## src/rtl/lig_pkg.sv

```systemverilog
package lig_pkg;

    localparam int LIG_LANES   = 3;
    localparam int LIG_PORTS   = 2;
    localparam int LIG_QIDX_W  = 4;
    localparam int LIG_SEQ_W   = 16;
    localparam int LIG_CNT_W   = 16;
    localparam int LIG_UNIT_W  = 2;
    localparam int LIG_UNIT_ID = 1;

    // What the uncacheable filter decided for a lane
    typedef enum logic [1:0] {
        FATE_IDLE    = 2'd0,
        FATE_REFUSED = 2'd1,
        FATE_ELIG    = 2'd2
    } lane_fate_e;

    // Outcome of the port and cache step for a lane
    typedef struct packed {
        logic reached;   // took a cache port
        logic send;      // read issued
        logic denied;    // no port left
        logic fault;     // bad-address refusal
        logic retry;     // other refusal
        logic blk_hit;   // stopped by a blocked cache
    } lane_res_t;

    function automatic logic seq_before(input logic [63:0] a, input logic [63:0] b);
        return a < b;
    endfunction

endpackage

```

## src/rtl/lig_lane_filter.sv

```systemverilog
module lig_lane_filter
    import lig_pkg::*;
#(
    parameter int QIDX_W = LIG_QIDX_W
) (
    input  logic              valid,
    input  logic [QIDX_W-1:0] idx,
    input  logic [QIDX_W-1:0] head,
    input  logic              at_commit,
    input  logic              uncache,
    output lane_fate_e        fate
);

    logic unc_ok;

    always_comb begin
        unc_ok = (idx == head) && at_commit;
        if (!valid)
            fate = FATE_IDLE;
        else if (uncache && !unc_ok)
            fate = FATE_REFUSED;
        else
            fate = FATE_ELIG;
    end

endmodule

```

## src/rtl/lig_port_arbiter.sv

```systemverilog
module lig_port_arbiter
    import lig_pkg::*;
#(
    parameter int LANES  = LIG_LANES,
    parameter int PORTS  = LIG_PORTS,
    parameter int PCNT_W = $clog2(PORTS + 1)
) (
    input  lane_fate_e [LANES-1:0] fate,
    input  logic                   cache_blocked,
    input  logic [LANES-1:0]       acc_ok,
    input  logic [LANES-1:0]       bad_addr,
    output lane_res_t  [LANES-1:0] res,
    output logic [PCNT_W-1:0]      ports_used
);

    localparam logic [PCNT_W-1:0] PORT_LIM = PCNT_W'(PORTS);

    always_comb begin
        logic [PCNT_W-1:0] used;
        logic              chain_blk;
        used      = '0;
        chain_blk = cache_blocked;
        for (int i = 0; i < LANES; i++) begin
            res[i] = '0;
            if (fate[i] == FATE_ELIG) begin
                if (used >= PORT_LIM) begin
                    res[i].denied = 1'b1;
                end else begin
                    used           = used + PCNT_W'(1);
                    res[i].reached = 1'b1;
                    if (!chain_blk) begin
                        res[i].send = 1'b1;
                        if (!acc_ok[i]) begin
                            if (bad_addr[i]) begin
                                res[i].fault = 1'b1;
                            end else begin
                                res[i].retry = 1'b1;
                                chain_blk    = 1'b1;
                            end
                        end
                    end
                    if (chain_blk && !res[i].fault)
                        res[i].blk_hit = 1'b1;
                end
            end
        end
        ports_used = used;
    end

endmodule

```

## src/rtl/lig_block_tracker.sv

```systemverilog
module lig_block_tracker
    import lig_pkg::*;
#(
    parameter int LANES = LIG_LANES,
    parameter int SEQ_W = LIG_SEQ_W
) (
    input  logic                   clk,
    input  logic                   rst,
    input  logic [LANES-1:0]       hit,
    input  logic [LANES*SEQ_W-1:0] seq_flat,
    input  logic                   clr,
    input  logic                   hdl_set,
    output logic                   valid_q,
    output logic [SEQ_W-1:0]       seq_q,
    output logic                   hdl_q
);

    logic             cand_v;
    logic [SEQ_W-1:0] cand;
    logic             keep_v;
    logic             take;

    always_comb begin
        cand_v = 1'b0;
        cand   = '0;
        for (int i = 0; i < LANES; i++) begin
            if (hit[i] && (!cand_v ||
                seq_before(64'(seq_flat[i*SEQ_W +: SEQ_W]), 64'(cand)))) begin
                cand_v = 1'b1;
                cand   = seq_flat[i*SEQ_W +: SEQ_W];
            end
        end
        keep_v = valid_q && !clr;
        take   = cand_v && !(keep_v && seq_before(64'(seq_q), 64'(cand)));
    end

    always_ff @(posedge clk) begin
        if (rst) begin
            valid_q <= 1'b0;
            seq_q   <= '0;
            hdl_q   <= 1'b0;
        end else begin
            valid_q <= take | keep_v;
            if (take) begin
                seq_q <= cand;
                hdl_q <= 1'b0;
            end else if (hdl_set) begin
                hdl_q <= 1'b1;
            end
        end
    end

endmodule

```

## src/rtl/lig_gate.sv

```systemverilog
module lig_gate
    import lig_pkg::*;
#(
    parameter int LANES   = LIG_LANES,
    parameter int PORTS   = LIG_PORTS,
    parameter int QIDX_W  = LIG_QIDX_W,
    parameter int SEQ_W   = LIG_SEQ_W,
    parameter int CNT_W   = LIG_CNT_W,
    parameter int UNIT_W  = LIG_UNIT_W,
    parameter int UNIT_ID = LIG_UNIT_ID,
    parameter int PCNT_W  = $clog2(PORTS + 1)
) (
    input  logic                    clk,
    input  logic                    rst,
    input  logic [LANES-1:0]        ld_valid,
    input  logic [LANES*QIDX_W-1:0] ld_idx,
    input  logic [LANES*SEQ_W-1:0]  ld_seq,
    input  logic [LANES-1:0]        ld_at_commit,
    input  logic [LANES-1:0]        ld_uncache,
    input  logic [QIDX_W-1:0]       head_idx,
    input  logic                    cache_blocked,
    input  logic [LANES-1:0]        acc_ok,
    input  logic [LANES-1:0]        bad_addr,
    input  logic                    blk_clr,
    input  logic                    hdl_set,
    output logic [LANES-1:0]        send,
    output logic [LANES-1:0]        resched,
    output logic [LANES-1:0]        fault,
    output logic                    retry_post,
    output logic [UNIT_W-1:0]       retry_unit,
    output logic [PCNT_W-1:0]       ports_used,
    output logic [CNT_W-1:0]        resched_total,
    output logic                    blk_valid,
    output logic [SEQ_W-1:0]        blk_seq,
    output logic                    blk_handled
);

    lane_fate_e [LANES-1:0] fate;
    lane_res_t  [LANES-1:0] res;
    logic       [LANES-1:0] hit;
    logic       [LANES-1:0] retry_v;

    for (genvar g = 0; g < LANES; g++) begin : g_lane
        lig_lane_filter #(.QIDX_W(QIDX_W)) u_filt (
            .valid     (ld_valid[g]),
            .idx       (ld_idx[g*QIDX_W +: QIDX_W]),
            .head      (head_idx),
            .at_commit (ld_at_commit[g]),
            .uncache   (ld_uncache[g]),
            .fate      (fate[g])
        );
        assign send[g]    = res[g].send;
        assign fault[g]   = res[g].fault;
        assign hit[g]     = res[g].blk_hit;
        assign retry_v[g] = res[g].retry;
        assign resched[g] = (fate[g] == FATE_REFUSED) || res[g].denied;
    end

    lig_port_arbiter #(.LANES(LANES), .PORTS(PORTS), .PCNT_W(PCNT_W)) u_arb (
        .fate          (fate),
        .cache_blocked (cache_blocked),
        .acc_ok        (acc_ok),
        .bad_addr      (bad_addr),
        .res           (res),
        .ports_used    (ports_used)
    );

    lig_block_tracker #(.LANES(LANES), .SEQ_W(SEQ_W)) u_trk (
        .clk      (clk),
        .rst      (rst),
        .hit      (hit),
        .seq_flat (ld_seq),
        .clr      (blk_clr),
        .hdl_set  (hdl_set),
        .valid_q  (blk_valid),
        .seq_q    (blk_seq),
        .hdl_q    (blk_handled)
    );

    assign retry_post = |retry_v;
    assign retry_unit = retry_post ? UNIT_W'(UNIT_ID) : '0;

    always_ff @(posedge clk) begin
        if (rst)
            resched_total <= '0;
        else
            resched_total <= resched_total + CNT_W'($countones(resched));
    end

endmodule

```

## config.mk

```make
export PLATFORM = sky130hd
export DESIGN_NAME = lig_gate
export DESIGN_NICKNAME = d
export VERILOG_FILES = /design/src/rtl/lig_pkg.sv /design/src/rtl/lig_lane_filter.sv /design/src/rtl/lig_port_arbiter.sv /design/src/rtl/lig_block_tracker.sv /design/src/rtl/lig_gate.sv
export SDC_FILE = /design/constraint.sdc
export NUM_CORES = 1
export LEC_CHECK = 0
export ABC_AREA = 1
export BUFFER_PORTS_ARGS = -buffer_cell sky130_fd_sc_hd__buf_4
export CORE_ASPECT_RATIO = 0.75
export CORE_UTILIZATION = 45
export CTS_BUF_LIST = sky130_fd_sc_hd__clkbuf_16
export DETAILED_ROUTE_END_ITERATION = 16
export GPL_TIMING_DRIVEN = 0
export PLACE_DENSITY = 0.8
export SETUP_SLACK_MARGIN = 0.15
export SYNTH_ARGS = -nofsm -noshare
export SYNTH_HDL_FRONTEND = slang
export SYNTH_SLANG_ARGS = --single-unit
```

## constraint.sdc

```tcl
create_clock -name clk -period 9.8 [get_ports clk]
set_input_delay 1.96 -clock clk [delete_from_list [all_inputs] [get_ports clk]]
set_output_delay 1.96 -clock clk [all_outputs]
set_load 0.005 [all_outputs]
```

==> reports/qor.csv <==
stage,metric,value,unit
outcome,status,completed,
setup_path,Slowest Stage Delay on Critical Path,0.59,ns
yosys,Synthesized Nets,648,
yosys,number of flops mapped to enable cells by yosys,0,
drt,Post-DRT Antenna Nets,0,
yosys,main flop type after synthesis,dfxtp_1,
worst_hold_path,worst hold path type,reg2reg,
cts,clock buffer count from CTS,5,
sta,worst clock skew,0.00402,ns
setup_path,Critical Path RT,9.97,ns
yosys,top-area cell type share of the netlist area,20.7,%
sta,Max Clk Rate,115,MHz
cts,clock root buffer master,clkbuf_16,
drt,# DRC,0,
cells_and_area,diodes inserted,0,
cts,# resized after CTS,0,
cells_and_area,Layout area overhead,37.6,%
place,port buffer count,130,
yosys,sequential cell area fraction in the yosys report,20.7,%
global_route,met3 usage,4.59,%
place,Placer Congestion,0.881,
setup_path,worst setup path start,head_idx[2],
setup_path,"Largest delay share family, worst path",compound AO/OA/AOI/OAI gates,
cells_and_area,layout cells sized above 1,25.3,%
global_route,GRT overflow,0,
cells_and_area,"Net count, final",785,
setup_path,Critical Path End Type,register,
yosys,"Distinct cells, synth",39,
run,Max-Cap Viols,0,
setup_path,Worst EP arrival,8.85,ns
setup_path,Buf/Inv on CP,8,
sta,Final TNS setup,0,ns
yosys,Syn Inst Count,511,
sta,Slew @ Worst Pin,0.756,ns
place,post-DP HPWL,7.95,mm
drt,DR pass1 iterations,4,
global_route,largest net degree at the start of global routing,11,
cts,Sink Count,34,
sta,Final Cycle Share,88.5,%
global_route,routing usage on met2,42.7,%
worst_hold_path,Hold Crit Start,resched_total[6],
yosys,"FFs w/ async S/R, synth",0,%
cts,H-tree levels,2,
setup_path,"slowest stage cell, crit path",a2111oi_0,
cells_and_area,final cell count without fillers,747,
cts,clk_lat worst skew,0.28,ns
setup_path,Worst setup SP type,input pin,
sta,Max-slew headroom,48.3,%
setup_path,Worst R2R Path Depth,15,
cts,CTS tree,yes,
global_route,first-pass GRT wire length,15.2,mm
cells_and_area,"commonest cells after routing, fill and taps aside","nand2_1, buf_4, ha_1",
sta,minimum clock period,8.67,ns
die,row count,26,
pwr,Lkg Pwr,2.40,nW
place,Post-Place Cells,739,
drt,Vias per Instance,5.11,
die,top-level I/O count,132,
drt,final WL,9.44,mm
cts,"Hold-fix buffers, CTS",0,
yosys,Ys Warns,0,
global_route,GRT Total Usage,24.5,%
pwr,pwr/cell area,116,nW/um2
drt,Initial DRC Count,130,
pwr,worst vdd ir,0.0976,mV
setup_path,"Max FO, Critical Path",10,
setup_path,FF-to-FF Start,resched_total[0],
sta,Min Hold Slack,0.486,ns
setup_path,CP most frequent cell,nand2_1,
sta,fin. max-slew vios,0,
yosys,Syn Area/Cell,6.43,um2
drt,vias,3816,
drt,DR WL/cell,12.6,um
cts,Post-CTS Setup Inserts,0,
yosys,most area-consuming cells after synthesis,"dfxtp_1, ha_1, nand2_1",
worst_hold_path,Worst Hold Path Cells,1,
die,Core ar.,6930,um2
global_route,grt peak-use layer,met2,
sta,RSZ-0062 raised after global routing,no,
die,Die X,101,um
cells_and_area,"commonest non-fill, non-tap cell in the layout",nand2_1,
global_route,number of global-route vias before repair,3506,
global_route,antenna violations before repair,0,
cts,clock transition at the registers of the reported paths,0.05,ns
setup_path,Worst Setup Path Type,in2reg,
yosys,"area leader, netlist",dfxtp_1,
sta,Final Hold Fails,0,
die,Initial Utilization,47.4,%
sta,final setup violation count,0,
die,Die ar.,7650,um2
setup_path,FF-to-FF setup slack,6.73,ns
yosys,"Cell Area, Synth",3280,um2
cts,worst-case clock buffer depth,2,
setup_path,CP Depth,43,
global_route,met1 Track Usage GR,30.7,%
die,die height,76.0,um
yosys,"flops & latches, synth",34,
==> area by class of cell <==
| class | count | area (um2) |
|---|---|---|
| plain buffers | 15 | 82.6 |
| clock buffers | 5 | 125 |
| clock inverters | 3 | 12.5 |
| fillers | 633 | 2410 |
| inverters | 53 | 199 |
| multi-input cells | 409 | 2320 |
| flip-flops and latches | 34 | 681 |
| well taps | 98 | 123 |
| repair buffers | 130 | 976 |
==> cells in the mapped netlist (all sizes together) (3+ instances only) <==
cell type,number
nor3,8
nor4,3
ha,51
nand4,6
nor2,50
buf,5
clkbuf,10
nand3,19
o21ai,46
nand2,158
a21oi,39
inv,52
a211oi,6
dfxtp,34
==> path summary, 6_finish.rpt <==
path,end
worst max-delay path,u_trk.valid_q
worst min register to register,resched_total[6]
worst min-delay path,resched_total[6]
worst max register to register,resched_total[14]
==> where the power goes <==
part	internal, mW	switching [mW]	leakage, nW
clock	0.0918	0.0575	0.0724
sequential	0.151	0.0114	0.278
combinational	0.100	0.113	2.05
==> kinds of logic (layout without fill, tap and decap cells) <==
logic type      count (synthesis)  in the layout  synth area share [%]
simple gates                  249            249                  31.7
compound gates                102            102                  17.1
mux                             1              1                 0.343
fa+ha+maj                      53             53                  20.6
buf+inv                        68            206                  8.57
flops                          34             34                  20.7
other cells                     1              1                 0.114
xor+xnor                        3              3                 0.800
==> sequential cells by signal, summed over array words and instances, names as in the netlist <==
signal	count
u_trk.hdl_q	1
u_trk.valid_q	1
u_trk.seq_q	16
resched_total	16
==> routing by layer <==
metal  up-vias  wire, um
li1       1972         -
met1      1710      4190
met2       129      4510
met3         5       685
met4         0        55
met5         -         0
==> stage by stage <==
stage          power, mW  cell area (um2)  util, %  worst slack [ns]
2_1_floorplan      0.289             3280        -              2.27
3_3_place_gp       0.368             4380     63.3              1.16
3_5_place_dp       0.378             4380     63.3             0.918
4_1_cts            0.528             4520     65.2              1.20
5_1_grt            0.568             4520     65.2             0.352
6_report           0.526             4520     65.2              1.13
Power figures use the tool's default switching activity.
